[config.mk]
export PLATFORM = sky130hd
export DESIGN_NAME = irq_wake_mgr
export DESIGN_NICKNAME = d
export VERILOG_FILES = /design/src/rtl/iwm_pkg.sv /design/src/rtl/iwm_core_slot.sv /design/src/rtl/iwm_dispatch.sv /design/src/rtl/irq_wake_mgr.sv
export SDC_FILE = /design/constraint.sdc
export NUM_CORES = 1
export LEC_CHECK = 0
export CAP_MARGIN = 10
export CORE_MARGIN = 2
export CORE_UTILIZATION = 50
export CTS_CLUSTER_DIAMETER = 80
export DETAILED_ROUTE_END_ITERATION = 6
export HOLD_SLACK_MARGIN = 0.03
export PLACE_DENSITY = 0.87
export SLEW_MARGIN = 20
export SYNTH_ARGS = -nofsm -noshare
export SYNTH_HDL_FRONTEND = slang
export SYNTH_SLANG_ARGS = --single-unit
[constraint.sdc]
create_clock -name clk -period 1.8 [get_ports clk]
set_input_delay 0.36 -clock clk [delete_from_list [all_inputs] [get_ports clk]]
set_output_delay 0.36 -clock clk [all_outputs]
set_load 0.01 [all_outputs]
[src/rtl/iwm_pkg.sv]
package iwm_pkg;
    typedef enum logic [1:0] {
        SLOT_AWAKE    = 2'd0,
        SLOT_DRAINING = 2'd1,
        SLOT_ASLEEP   = 2'd2
    } slot_state_t;

    typedef enum logic {
        DISP_IDLE = 1'b0,
        DISP_HELD = 1'b1
    } disp_state_t;
endpackage

[src/rtl/iwm_core_slot.sv]
module iwm_core_slot
    import iwm_pkg::*;
#(
    parameter int CNT_W = 4
) (
    input  logic clk,
    input  logic rst_n,
    input  logic wr_set,
    input  logic wr_clr,
    input  logic txn_req,
    input  logic txn_ack,
    input  logic wake_hit,
    output logic sleep_o,
    output logic asleep_o,
    output logic wake_o
);
    slot_state_t state_q, state_d;
    logic [CNT_W-1:0] cnt_q;
    logic             wake_q;

    localparam logic [CNT_W-1:0] ONE = {{(CNT_W-1){1'b0}}, 1'b1};

    always_ff @(posedge clk) begin
        if (!rst_n) state_q <= SLOT_AWAKE;
        else        state_q <= state_d;
    end

    always_comb begin
        state_d = state_q;
        unique case (state_q)
            SLOT_AWAKE:    if (wr_set) state_d = SLOT_DRAINING;
            SLOT_DRAINING: begin
                if (wr_clr)                          state_d = SLOT_AWAKE;
                else if (cnt_q == '0 && !txn_req)    state_d = SLOT_ASLEEP;
            end
            SLOT_ASLEEP: begin
                if (wr_clr)       state_d = SLOT_AWAKE;
                else if (txn_req) state_d = SLOT_DRAINING;
            end
            default:       state_d = SLOT_AWAKE;
        endcase
    end

    always_ff @(posedge clk) begin
        if (!rst_n) begin
            cnt_q  <= '0;
            wake_q <= 1'b0;
        end else begin
            if (txn_req && !txn_ack)      cnt_q <= cnt_q + ONE;
            else if (txn_ack && !txn_req) cnt_q <= cnt_q - ONE;
            if (wr_clr)                   wake_q <= 1'b0;
            else                          wake_q <= sleep_o && (wake_q || wake_hit);
        end
    end

    always_comb begin
        sleep_o  = (state_q != SLOT_AWAKE);
        asleep_o = (state_q == SLOT_ASLEEP);
        wake_o   = wake_q;
    end
endmodule

[src/rtl/iwm_dispatch.sv]
module iwm_dispatch
    import iwm_pkg::*;
#(
    parameter int NUM_CORES = 4
) (
    input  logic                 clk,
    input  logic                 rst_n,
    input  logic                 irq_valid,
    input  logic [NUM_CORES-1:0] irq_targets,
    input  logic [NUM_CORES-1:0] cpu_active,
    input  logic [NUM_CORES-1:0] core_sleep,
    output logic                 irq_ready,
    output logic [NUM_CORES-1:0] deliver,
    output logic [NUM_CORES-1:0] wake_hit
);
    disp_state_t          state_q, state_d;
    logic [NUM_CORES-1:0] tgt_q;
    logic [NUM_CORES-1:0] pref_set, awake_set;

    function automatic logic [NUM_CORES-1:0] lowest(input logic [NUM_CORES-1:0] v);
        return v & (~v + {{(NUM_CORES-1){1'b0}}, 1'b1});
    endfunction

    always_comb begin
        awake_set = tgt_q & ~core_sleep;
        pref_set  = awake_set & cpu_active;
    end

    always_ff @(posedge clk) begin
        if (!rst_n) state_q <= DISP_IDLE;
        else        state_q <= state_d;
    end

    always_ff @(posedge clk) begin
        if (!rst_n)                                          tgt_q <= '0;
        else if (state_q == DISP_IDLE && irq_valid && |irq_targets) tgt_q <= irq_targets;
    end

    always_comb begin
        state_d = state_q;
        unique case (state_q)
            DISP_IDLE: if (irq_valid && |irq_targets) state_d = DISP_HELD;
            DISP_HELD: if (|awake_set)                state_d = DISP_IDLE;
            default:                                  state_d = DISP_IDLE;
        endcase
    end

    always_comb begin
        irq_ready = 1'b0;
        deliver   = '0;
        wake_hit  = '0;
        unique case (state_q)
            DISP_IDLE: irq_ready = 1'b1;
            DISP_HELD: begin
                if (|pref_set)       deliver  = lowest(pref_set);
                else if (|awake_set) deliver  = lowest(awake_set);
                else                 wake_hit = lowest(tgt_q);
            end
            default:   irq_ready = 1'b0;
        endcase
    end
endmodule

[src/rtl/irq_wake_mgr.sv]
module irq_wake_mgr #(
    parameter int NUM_CORES = 4,
    parameter int CNT_W     = 4,
    localparam int IDX_W    = (NUM_CORES > 1) ? $clog2(NUM_CORES) : 1
) (
    input  logic                 clk,
    input  logic                 rst_n,
    input  logic                 wr_en,
    input  logic [IDX_W-1:0]     wr_core,
    input  logic                 wr_sleep,
    output logic [NUM_CORES-1:0] sleep_o,
    output logic [NUM_CORES-1:0] asleep_o,
    input  logic [NUM_CORES-1:0] txn_req,
    input  logic [NUM_CORES-1:0] txn_ack,
    input  logic [NUM_CORES-1:0] cpu_active,
    input  logic                 irq_valid,
    input  logic [NUM_CORES-1:0] irq_targets,
    output logic                 irq_ready,
    output logic [NUM_CORES-1:0] deliver_o,
    output logic [NUM_CORES-1:0] wake_req_o,
    output logic                 cluster_gate_ok
);
    logic [NUM_CORES-1:0] wake_hit;

    for (genvar gi = 0; gi < NUM_CORES; gi++) begin : g_slot
        logic sel;
        assign sel = wr_en && (wr_core == IDX_W'(gi));
        iwm_core_slot #(.CNT_W(CNT_W)) slot_i (
            .clk      (clk),
            .rst_n    (rst_n),
            .wr_set   (sel && wr_sleep),
            .wr_clr   (sel && !wr_sleep),
            .txn_req  (txn_req[gi]),
            .txn_ack  (txn_ack[gi]),
            .wake_hit (wake_hit[gi]),
            .sleep_o  (sleep_o[gi]),
            .asleep_o (asleep_o[gi]),
            .wake_o   (wake_req_o[gi])
        );
    end

    iwm_dispatch #(.NUM_CORES(NUM_CORES)) disp_i (
        .clk         (clk),
        .rst_n       (rst_n),
        .irq_valid   (irq_valid),
        .irq_targets (irq_targets),
        .cpu_active  (cpu_active),
        .core_sleep  (sleep_o),
        .irq_ready   (irq_ready),
        .deliver     (deliver_o),
        .wake_hit    (wake_hit)
    );

    assign cluster_gate_ok = &asleep_o;
endmodule

==> results.toml <==
[worst_setup_path]
slowest_stage = "dfxtp_1"
crit_required_ns = 1.44
cp_top_family = "compound AO/OA/AOI/OAI gates"
cp_max_fo = 2
cp.buffers_inverters = 2
cp.arrival_ns = 1.66
crit_type = "flop to primary output"
crit_chain = "nor3b_4 -> a32oi_2 -> nand3_1 -> buf_6 -> a32o_1 -> buf_2"
cp_slowest_stage_delay_ns = 0.32
startpoint_type = "flop"
worstSetupEndpointType = "primary output"

[final_layout]
diodes = 0
areaGrowthSynthToFinish_pct = 56.7
drive_gt1_share_pct = 39.0
nets = 382
final_cells = 394

[clock_network]
hold_buffers = 0
htreeDepth = 2
clk_pin_slew_ns = 0.07
insertion_delay_ns = 0.29
cts_made_buffers = 5
clock-root-buffer = "clkbuf_8"
clock-sinks = 33
tritoncts = "built"
clockBufferDepth = 2

[global_routing]
grt_pass1_wl_mm = 10.5
grt_pass1_vias = 2302
grt_max_degree = 32
overflow = 0
antenna_found_initial = 0
grt_use_total_pct = 26.7

[synthesis]
ys_types = 40
synth_ff_type = "dfxtp_1"
yosys.area.top_type_share_pct = 30.6
yosys-top-cells-count = "dfxtp_1, inv_1, nand2_1, nor2_1, nor2b_1"
synth_area_um2 = 2160
synth.most_common_cell = "dfxtp_1"
synth_area_leaders = "dfxtp_1, ha_1, mux2i_1, nor2b_1, buf_4"
syn-mean-instance-area_um2 = 8.42
synth_fp_nets = 295
synthCells = 256
yosys_register_bits = 33
async_flop_share_pct = 0
yosysWarnings = 0
synth_top_cell_by_area = "dfxtp_1"
yosysSeqAreaShare_pct = 30.6
synth-edff-count = 0

[detailed_routing]
viasPerCell = 6.26
drcViolationCount = 0
firstDrtPassIters = 5
drtAntennaViolNets = 0
post_drt_wl_per_cell_um = 21.1
drt_iter0_drc = 264
vias = 2466
routed_wl_mm = 8.33

[sta]
slew-limit-headroom_pct = 65.9
tightest_slew_ns = 0.507
timing.fmax_mhz = 494
final.period_utilization_pct = 112
hold_viol_final = 0
fin_ws_ns = -0.224
setup_viol = 6
fin_skew_ns = 0.00390
grt_setup_unrepaired = "yes"
period_needed_ns = 2.02
drv_slew = 0

[pwr]
total_power_mw = 2.57
powerDensity_nw_per_um2 = 760
ir_drop_mv = 0.550
p_leak_nw = 1.47

[floorplan]
start_util_pct = 52.8
die_area_um2 = 4850
fp.dieW_um = 69.7
core-area_um2 = 4090
std_cell_rows = 23
die_y_um = 69.7
num_io_pins = 41

[flow_run]
drv_cap = 0

[status]
violations = "setup timing"
outcome = "complete, but fails checks"

[placement]
place.port_buffers = 40
placed_cells = 376
place_hpwl_mm = 3.99
place_congestion = 0.884

[min_path]
hold_class = "flop to flop"
==> worst register-to-register path, cell delays in order, from the launching register on <==
cell     delay, ns
dfxtp_2       0.34
nor3b_4       0.17
buf_4         0.16
nor4_1        0.39
a41oi_1       0.23
nor3b_1       0.25
==> power breakdown <==
group	switching, mW	internal (mW)	leakage (nW)
clock network	0.289	0.275	0.0395
logic	0.492	0.569	1.16
registers	0.126	0.819	0.273
total	0.907	1.66	1.47
==> layout make-up <==
class	instances	area (um^2)
clock buffers	8	80.1
well taps	50	62.6
fillers	176	708
multi-input cells	181	1620
flip-flops and latches	33	667
inverters	20	87.6
repair buffers	102	861
==> per-layer routing <==
layer	up-vias	track usage, %	share of wire, %
li1	1064	-	-
met1	1142	29.8	35
met2	195	50.3	49
met3	65	4.94	8.3
met4	0	8.97	7.4
met5	-	0	0
==> cells by family after synthesis <==
group                      after synthesis  share of synthesized area, %
and+or+nand+nor                         95                          24.6
muxes                                   11                          5.11
buffers and inverters                   42                          9.75
xor gates and xnor gates                 9                          3.66
adders and majority gates               16                          10.7
DFF                                     33                          30.6
AOI/OAI and AO/OA                       50                          15.6
==> worst paths after layout <==
kind | start | end | slack [ns] | cells past startpoint
worst max-delay path | disp_i.tgt_q[0]$_SDFFE_PN0P_ | deliver_o[3] | -0.22 | 6
worst min-delay path | g_slot[0].slot_i.cnt_q[3]$_SDFFE_PN0P_ | g_slot[0].slot_i.cnt_q[3]$_SDFFE_PN0P_ | 0.52 | 2
worst max register to register | disp_i.tgt_q[3]$_SDFFE_PN0P_ | g_slot[3].slot_i.wake_o$_SDFF_PP0_ | 0.17 | 5
worst min register to register | g_slot[0].slot_i.cnt_q[3]$_SDFFE_PN0P_ | g_slot[0].slot_i.cnt_q[3]$_SDFFE_PN0P_ | 0.52 | 2
==> registers in the layout, summed over array words and instances, names as in the netlist <==
signal / cells
disp_i.tgt_q: 4
g_slot.slot_i.state_q: 8
g_slot.slot_i.wake_o: 4
disp_i.state_q: 1
g_slot.slot_i.cnt_q: 16
==> layout by cell type, fill, tap and decap left out, types with 6 or more instances in the layout <==
cell type	synthesis	final
mux2i_1	11	11
dfxtp_1	33	28
inv_1	18	11
clkdlybuf4s50_1	0	19
nor2_1	16	15
ha_4	0	10
nand2_1	16	15
and2_1	9	9
xnor2_1	9	9
inv_2	2	6
dlygate4sd2_1	0	8
a21oi_1	13	6
buf_4	12	59
nor2b_1	16	13
dlymetal6s2s_1	0	6
a31oi_1	8	7
==> repair_timing <==
item                                    4_1_cts  5_1_grt
setup buffers                                 3        7
gates resized for setup                      56       58
pin swaps                                     7       20
endpoints found under the setup margin       19       16
gates cloned                                  0        0
==> metrics by stage <==
step | setup WS, ns | area [um^2] | util [%] | setup TNS [ns] | hold WS [ns]
global route | -0.232 | 3380 | 82.7 | -0.805 | 0.533
finish | -0.224 | 3380 | 82.7 | -0.603 | 0.516
floorplan | 0.164 | 2160 | - | 0 | 0.456
CTS | -0.142 | 3090 | 75.6 | -0.244 | 0.491
detailed placement | -0.522 | 2890 | 70.6 | -6.08 | 0.480
global placement | -0.491 | 2890 | 70.6 | -5.07 | 0.466
(Power assumes the default switching activity.)
